**config.mk**
```make
export PLATFORM = sky130hd
export DESIGN_NAME = bank_addr_decoder
export DESIGN_NICKNAME = d
export VERILOG_FILES = /design/src/rtl/bankdec_pkg.sv /design/src/rtl/bankdec_latch.sv /design/src/rtl/bankdec_target.sv /design/src/rtl/bankdec_strobe.sv /design/src/rtl/bank_addr_decoder.sv
export SDC_FILE = /design/constraint.sdc
export NUM_CORES = 1
export LEC_CHECK = 0
export BUFFER_PORTS_ARGS = -buffer_cell sky130_fd_sc_hd__buf_2
export CAP_MARGIN = 20
export CORE_UTILIZATION = 24
export CTS_CLUSTER_DIAMETER = 150
export DETAILED_ROUTE_END_ITERATION = 10
export REMOVE_ABC_BUFFERS = 1
export SYNTH_ARGS = -nofsm -noshare
export SYNTH_HDL_FRONTEND = slang
export SYNTH_SLANG_ARGS = --single-unit
```
**constraint.sdc**
```tcl
create_clock -name clk -period 3.7 [get_ports clk]
set_clock_uncertainty 0.05 [all_clocks]
set_input_delay 0.555 -clock clk [delete_from_list [all_inputs] [get_ports clk]]
set_output_delay 0.555 -clock clk [all_outputs]
set_load 0.01 [all_outputs]
```
**src/rtl/bankdec_pkg.sv**
```systemverilog
package bankdec_pkg;

   // Core clock setting encoding
   localparam logic [1:0] SPD_SLOW = 2'b00;
   localparam logic [1:0] SPD_MED  = 2'b01;
   localparam logic [1:0] SPD_FAST = 2'b10;

   // Access target
   typedef enum logic {
      TGT_LEGACY = 1'b0,
      TGT_LOCAL  = 1'b1
   } target_e;

   // Strobes produced for one access
   typedef struct packed {
      logic sram_ce;
      logic sram_oe;
      logic sram_we;
      logic sys_sel;
      logic slow_req;
   } strobe_t;

endpackage

```
**src/rtl/bankdec_latch.sv**
```systemverilog
module bankdec_latch #(
   parameter int BANK_W = 8
) (
   input  logic              clk,
   input  logic              rst_n,
   input  logic              phi2,
   input  logic [BANK_W-1:0] data_in,
   output logic [BANK_W-1:0] bank_q
);

   generate
      if (BANK_W < 1 || BANK_W > 8) begin : g_bad_w
         $error("bankdec_latch: BANK_W must be 1..8");
      end
   endgenerate

   // Each bit is an open window while phase 2 is low and closes on the phase-2 rise
   for (genvar b = 0; b < BANK_W; b++) begin : g_bit
      always_ff @(posedge clk or negedge rst_n) begin
         if (!rst_n)     bank_q[b] <= 1'b0;
         else if (!phi2) bank_q[b] <= data_in[b];
      end
   end


   bank_capture_chk: assert property (@(posedge clk) disable iff (!rst_n)
      !phi2 |=> bank_q == $past(data_in));


   bank_hold_chk: assert property (@(posedge clk) disable iff (!rst_n)
      phi2 |=> $stable(bank_q));

endmodule

```
**src/rtl/bankdec_target.sv**
```systemverilog
module bankdec_target
   import bankdec_pkg::*;
#(
   parameter int          BANK_W      = 8,
   parameter int          CPU_AW      = 16,
   parameter int          LOCAL_BITS  = 3,
   parameter bit          FULL_MATCH  = 1'b1,
   parameter logic [15:0] MASK_VALUE  = 16'h0000,
   localparam int         SRAM_AW     = CPU_AW + LOCAL_BITS
) (
   input  logic [BANK_W-1:0]  bank_q,
   input  logic [CPU_AW-1:0]  cpu_addr,
   input  logic               cpu_rw,
   output target_e            target,
   output logic [SRAM_AW-1:0] sram_addr,
   output logic [CPU_AW-1:0]  sys_addr,
   output logic               sys_rw,
   output logic               vid_a15
);

   generate
      if (LOCAL_BITS < 1 || LOCAL_BITS > BANK_W) begin : g_bad_lb
         $error("bankdec_target: LOCAL_BITS must be 1..BANK_W");
      end
      if (CPU_AW != 16) begin : g_bad_aw
         $error("bankdec_target: CPU_AW must be 16");
      end
   endgenerate

   logic local_hit;

   // Variant: compare the whole bank byte, or only the bits that reach the SRAM
   generate
      if (FULL_MATCH) begin : g_full
         assign local_hit = |bank_q;
      end else begin : g_part
         assign local_hit = |bank_q[LOCAL_BITS-1:0];
      end
   endgenerate

   assign target    = local_hit ? TGT_LOCAL : TGT_LEGACY;
   assign sram_addr = {bank_q[LOCAL_BITS-1:0], cpu_addr};

   always_comb begin
      if (local_hit) begin
         sys_addr = MASK_VALUE[CPU_AW-1:0];
         sys_rw   = 1'b1;
         vid_a15  = 1'b0;
      end else begin
         sys_addr = cpu_addr;
         sys_rw   = cpu_rw;
         vid_a15  = cpu_addr[CPU_AW-1];
      end
   end

endmodule

```
**src/rtl/bankdec_strobe.sv**
```systemverilog
module bankdec_strobe
   import bankdec_pkg::*;
(
   input  logic       clk,
   input  logic       rst_n,
   input  logic       phi2,
   input  target_e    target,
   input  logic       cpu_rw,
   input  logic [1:0] speed_sel,
   output strobe_t    strb
);

   logic is_local;
   assign is_local = (target == TGT_LOCAL);

   always_comb begin
      strb = '0;
      if (rst_n && phi2) begin
         strb.sram_ce  = is_local;
         strb.sram_oe  = is_local & cpu_rw;
         strb.sram_we  = is_local & ~cpu_rw;
         strb.sys_sel  = ~is_local;
         strb.slow_req = ~is_local & (speed_sel != SPD_SLOW);
      end
   end


   oe_we_excl_chk: assert property (@(posedge clk) disable iff (!rst_n)
      !(strb.sram_oe && strb.sram_we));


   oe_read_chk: assert property (@(posedge clk) disable iff (!rst_n)
      strb.sram_oe |-> (cpu_rw && phi2));


   low_phase_idle_chk: assert property (@(posedge clk) disable iff (!rst_n)
      !phi2 |-> (strb == '0));

endmodule

```
**src/rtl/bank_addr_decoder.sv**
```systemverilog
module bank_addr_decoder
   import bankdec_pkg::*;
#(
   parameter int          BANK_W     = 8,
   parameter int          CPU_AW     = 16,
   parameter int          LOCAL_BITS = 3,
   parameter bit          FULL_MATCH = 1'b1,
   parameter logic [15:0] MASK_VALUE = 16'h0000,
   localparam int         SRAM_AW    = CPU_AW + LOCAL_BITS
) (
   input  logic               clk,
   input  logic               rst_n,
   input  logic               phi2,
   input  logic [BANK_W-1:0]  cpu_data,
   input  logic [CPU_AW-1:0]  cpu_addr,
   input  logic               cpu_rw,
   input  logic [1:0]         speed_sel,
   output logic [BANK_W-1:0]  bank_q,
   output logic [SRAM_AW-1:0] sram_addr,
   output logic               sram_ce_n,
   output logic               sram_oe_n,
   output logic               sram_we_n,
   output logic               sys_sel,
   output logic [CPU_AW-1:0]  sys_addr,
   output logic               sys_rw,
   output logic               vid_a15,
   output logic               slow_req
);

   target_e tgt;
   strobe_t strb;

   bankdec_latch #(.BANK_W(BANK_W)) u_latch (
      .clk     (clk),
      .rst_n   (rst_n),
      .phi2    (phi2),
      .data_in (cpu_data),
      .bank_q  (bank_q)
   );

   bankdec_target #(
      .BANK_W     (BANK_W),
      .CPU_AW     (CPU_AW),
      .LOCAL_BITS (LOCAL_BITS),
      .FULL_MATCH (FULL_MATCH),
      .MASK_VALUE (MASK_VALUE)
   ) u_target (
      .bank_q    (bank_q),
      .cpu_addr  (cpu_addr),
      .cpu_rw    (cpu_rw),
      .target    (tgt),
      .sram_addr (sram_addr),
      .sys_addr  (sys_addr),
      .sys_rw    (sys_rw),
      .vid_a15   (vid_a15)
   );

   bankdec_strobe u_strobe (
      .clk       (clk),
      .rst_n     (rst_n),
      .phi2      (phi2),
      .target    (tgt),
      .cpu_rw    (cpu_rw),
      .speed_sel (speed_sel),
      .strb      (strb)
   );

   assign sram_ce_n = ~strb.sram_ce;
   assign sram_oe_n = ~strb.sram_oe;
   assign sram_we_n = ~strb.sram_we;
   assign sys_sel   = strb.sys_sel;
   assign slow_req  = strb.slow_req;


   one_target_chk: assert property (@(posedge clk) disable iff (!rst_n)
      phi2 |-> (sys_sel != !sram_ce_n));


   chipset_masked_chk: assert property (@(posedge clk) disable iff (!rst_n)
      (bank_q != '0) |-> (sys_addr == MASK_VALUE[CPU_AW-1:0] && sys_rw && !sys_sel && !vid_a15));


   slow_only_legacy_chk: assert property (@(posedge clk) disable iff (!rst_n)
      slow_req |-> (sys_sel && speed_sel != SPD_SLOW));

endmodule

```
==> flow_metrics.tcl, run 1 <==
set metrics [dict create \
    largest_reg_flops 8 \
    ioPinCount 80 \
    fmax_mhz 411 \
    fin_ws_ps 1270 \
    overflow 0 \
    cts_buffers 3 \
    fin_tns_setup_ps 0 \
    ys_seq_area_share_pct 28.7 \
    critical_path_class "register to primary output" \
    wl_um 1730 \
    synthCells 84 \
    cp.required_ps 3090 \
    first_global_vias 614 \
    via_per_inst 4.15 \
    min-delay-path-class "primary input to asynchronous set/reset pin" \
    slew_violations 0 \
    r2r_slack_ps 2870 \
    place_area_um2 946 \
    pre_cts_slack_ps 1520 \
    antenna_cells 0 \
    ys_ff_latch 8 \
    rr_startpoint "u_latch.bank_q[2]" \
    root_buffer "clkbuf_4" \
    status "complete, no violations" \
    period_share_pct 65.7 \
    firstDrtPassIters 2 \
    cts.sink_count 8 \
    cts_buffer_depth 2 \
    powerDensity_nw_per_um2 255 \
    grt_usage_pct 11.0 \
    vias 713 \
    clk_pin_slew_ps 50 \
    p_leak_uw 0.000583 \
    grt_pass1_wl_um 2620 \
    worst-endpoint-arrival_ps 1830 \
    cts_tree "done" \
    drtIter0Drc 12 \
    synth.area.top_cells "dfrtp_1 29%, buf_4 22%, mux2_2 13%" \
    cts.hold.buffers_added 0 \
    drc_errors 0 \
    detail-route-antenna-nets 0 \
    area.growth.synth_to_final_pct 38.7 \
    synth.distinct_cells 16 \
    post_cts_resized 0 \
    die_y_um 55.9 \
    path_max_fanout 22 \
    whs_ps 113 \
    post_cts_buffers 0 \
    rsz0062_at_grt "false" \
    antenna_found_initial 0 \
    synth_area_um2 698 \
    clk_latency_ps 250 \
    fin_util_pct 35.1 \
    synth_top_cell_area_share_pct 28.7 \
    crit_path_start_kind "register" \
    worst_pin_slew_ps 236 \
    synth_top_area_cell "dfrtp_1" \
    rows 19 \
    reg_top3 "u_latch.bank_q (8)" \
    htree_levels 1 \
    r2r_cells 1 \
    ys.warnings.count 0 \
    cp-startpoint "u_latch.bank_q[5]" \
    die-area_um2 3130 \
    core-area_um2 2760 \
    hold_viol_final 0 \
    fin_nets 173 \
    start_util_pct 25.3 \
    maxCapViolations 0 \
    grt_max_degree 23 \
    syn_area_per_cell_um2 8.31 \
    r2r-end "u_latch.bank_q[2]" \
    die_x_um 55.9 \
    min_period_ps 2430 \
    numPortBuffers 79 \
    crit_path_end_kind "primary output" \
    wl_per_cell_um 10.1 \
    largest-register "u_latch.bank_q" \
    final_area_um2 968 \
    cp-endpoint "sys_rw" \
    dp_hpwl_um 1460 \
    finalWeightedCongestion 0.898 \
    drive_above_1_share_pct 66.0 \
    vdd_drop_max_v 0.000162 \
    setup_viol 0 \
    slew_headroom_pct 84.3 \
]
-- cells by family after synthesis --
family	count (synthesis)	share of synthesized area [%]
flip-flops	8	28.7
AO/OA/AOI/OAI	3	3.59
multiplexers	8	12.9
buffers and inverters	42	35.8
AND/OR/NAND/NOR	23	19.0
-- layout make-up --
type	instances	area [µm²]
Timing Repair Buffer	79	395
Tap cell	31	38.8
Inverter	17	63.8
Multi-Input combinational cell	34	248
Fill cell	288	1790
Sequential cell	8	200
Clock buffer	3	22.5
-- worst max-delay path: stages (launching register included) --
cell,delay (ps)
dfrtp_1,380
or4_4,680
or3_1,380
buf_2,140
-- synth_stat cells --
cell       count
nor4_1         1
nand2_1        1
mux2_2         8
inv_1         17
buf_2          2
clkbuf_1       1
or4_4          2
o21bai_1       1
nor3_2         1
buf_6          2
nor3_1        16
nor2_1         1
buf_4         20
or3_1          1
o2111ai_1      2
dfrtp_1        8
-- layout by cell type, fill, tap and decap left out --
cell type,Yosys,routed
o21bai_1,1,1
nor3_1,16,16
or3_1,1,1
nor2_1,1,1
buf_2,2,79
inv_1,17,17
o2111ai_1,2,2
nand2_1,1,1
or4_4,2,2
nor4_1,1,1
dfrtp_1,8,8
clkbuf_4,0,3
mux2_2,8,8
nor3_2,1,1
-- stage by stage --
| step | std cells | power [µW] |
|---|---|---|
| 2_1_floorplan | 59 | 134 |
| 3_3_place_gp | 169 | 185 |
| 3_5_place_dp | 169 | 187 |
| 4_1_cts | 172 | 253 |
| 5_1_grt | 172 | 267 |
| 6_report | 172 | 247 |
-- layer usage --
| layer | vias up | track usage, % | routed length [µm] |
|---|---|---|---|
| met3 | 0 | 3.49 | 182 |
| met1 | 307 | 11.3 | 640 |
| met5 | - | 0 | 0 |
| met2 | 40 | 20.1 | 910 |
| met4 | 0 | 5.23 | 0 |
| li1 | 366 | - | - |
-- power by group --
| group | switching (µW) | internal, µW | total [µW] |
|---|---|---|---|
| clock network | 26.5 | 36.9 | 63.4 |
| logic | 42.0 | 38.3 | 80.3 |
| registers | 6.46 | 96.5 | 103 |
-- worst min-delay path by stage --
stage | cells past startpoint | start | slack (ps) | endpoint
3_5_place_dp | 1 | rst_n | 380 | u_latch.bank_q[5]
5_1_grt | 1 | rst_n | 110 | u_latch.bank_q[1]
2_1_floorplan | 0 | rst_n | 210 | u_latch.bank_q[0]
3_3_place_gp | 1 | rst_n | 380 | u_latch.bank_q[5]
4_1_cts | 1 | rst_n | 110 | u_latch.bank_q[7]
6_report | 1 | rst_n | 110 | u_latch.bank_q[0]
(Power assumes the default switching activity.)
==> run 2, diff against run 1 <==
==> constraint.sdc (replaced) <==
create_clock -name clk -period 2.2 [get_ports clk]
set_clock_uncertainty 0.05 [all_clocks]
set_input_delay 0.33 -clock clk [delete_from_list [all_inputs] [get_ports clk]]
set_output_delay 0.33 -clock clk [all_outputs]
set_load 0.01 [all_outputs]
==> flow_metrics.tcl, run 2 (same netlist as run 1, synthesis figures left out) <==
set metrics [dict create \
    cts_tree "done" \
    final_area_um2 990 \
    antenna_found_initial 0 \
    cp.required_ps 1820 \
    rows 19 \
    die_y_um 55.9 \
    ioPinCount 80 \
    dpl.cell_count 169 \
    crit_path_start_kind "register" \
    final_common_cell "buf_2" \
    slew_headroom_pct 83.8 \
    p_leak_uw 0.000590 \
    status "complete, no violations" \
    vias 740 \
    core-area_um2 2760 \
    hold_viol_final 0 \
    cts_buffers 3 \
    dp_hpwl_um 1460 \
    fmax_mhz 460 \
    powerDensity_nw_per_um2 427 \
    place_area_um2 946 \
    critical_path_class "register to primary output" \
    cts_buffer_depth 2 \
    rsz0062_at_grt "true" \
    grt_max_degree 23 \
    largest-register "u_latch.bank_q" \
    path_max_fanout 22 \
    setup_viol 0 \
    min_period_ps 2180 \
    start_util_pct 25.3 \
    worst_pin_slew_ps 244 \
    finalNonFillerCells 174 \
    period_share_pct 98.9 \
    drc_errors 0 \
    wl_um 1900 \
    grt_pass1_wl_um 2640 \
    crit_path_end_kind "primary output" \
    post_cts_buffers 0 \
    fin_nets 175 \
    finalWeightedCongestion 0.898 \
    wl_per_cell_um 10.9 \
    detail-route-antenna-nets 0 \
    die_x_um 55.9 \
    cts.sink_count 8 \
    numPortBuffers 79 \
    first_global_vias 623 \
    worst-endpoint-arrival_ps 1800 \
    finalPower_uw 423 \
    firstDrtPassIters 3 \
    clk_pin_slew_ps 50 \
    root_buffer "clkbuf_4" \
    htree_levels 1 \
    antenna_cells 0 \
    die-area_um2 3130 \
    vdd_drop_max_v 0.000278 \
    largest_reg_flops 8 \
    slew_violations 0 \
    maxCapViolations 0 \
    reg_top3 "u_latch.bank_q (8)" \
    drtIter0Drc 25 \
    clk_latency_ps 250 \
    grt_usage_pct 11.1 \
    overflow 0 \
    final_cell_mix "79 x buf_2, 17 x inv_1, 16 x nor3_1, 8 x mux2_2, 8 x dfrtp_1" \
    via_per_inst 4.25 \
    drive_above_1_share_pct 65.7 \
    min-delay-path-class "primary input to register" \
    area.growth.synth_to_final_pct 41.8 \
]
## run 2: cell count changes in the layout (fill, tap and decap cells not counted), sizes merged
cell,previous run,this run
dlygate4sd3,0,1
or4,2,3
## run 2: power breakdown
| group | switching [µW] | internal, µW |
|---|---|---|
| registers | 14.9 | 162 |
| clock network | 45.4 | 62.1 |
| logic | 71.4 | 66.8 |
| total | 132 | 291 |
## run 2: path summary, 6_finish.rpt
| path | cells past startpoint | endpoint | from | slack (ps) |
|---|---|---|---|---|
| setup / recovery | 3 | sys_rw | u_latch.bank_q[7] | 20 |
| hold / removal | 2 | u_latch.bank_q[6] | cpu_data[6] | 260 |
| setup reg to reg | 1 | u_latch.bank_q[2] | u_latch.bank_q[2] | 1330 |
| hold reg to reg | 1 | u_latch.bank_q[7] | u_latch.bank_q[7] | 490 |
| max in group asynchronous | 2 | u_latch.bank_q[4] | rst_n | 1470 |
| min in group asynchronous | 2 | u_latch.bank_q[1] | rst_n | 430 |
## run 2: layout make-up
cell class	instances	area (µm²)
Clock buffer	3	22.5
Sequential cell	8	200
Inverter	17	63.8
Timing Repair Buffer	80	405
Multi-Input combinational cell	35	259
Fill cell	287	1770
Tap cell	31	38.8
## run 2: metrics by stage
stage | setup slack, ps | util, % | hold WS, ps | setup TNS, ps
4_1_cts | -24.4 | 35.5 | 257 | -24.4
5_1_grt | -82.1 | 35.9 | 250 | -204
6_report | 24.8 | 35.9 | 262 | 0
3_3_place_gp | 277 | 34.3 | 154 | 0
2_1_floorplan | 222 | - | -15.6 | 0
3_5_place_dp | 247 | 34.3 | 158 | 0
## run 2: critical path: stages, from the launching register on
cell     delay, ps
dfrtp_1        390
or4_4          670
or3_1          340
buf_2          140
## run 2: per-layer routing
layer  part of all wire (%)  global-route usage [%]
met3                    9.6                    3.49
met1                     37                    11.4
met2                     53                    20.3
met5                      0                       0
met4                      0                    5.23
## run 2: repair_timing
action,CTS,global route
cloned,0,1
hold endpoints to repair,8,0
hold buffers,1,0
pin swaps,1,1
resized for setup,0,1
setup endpoints to repair,1,6
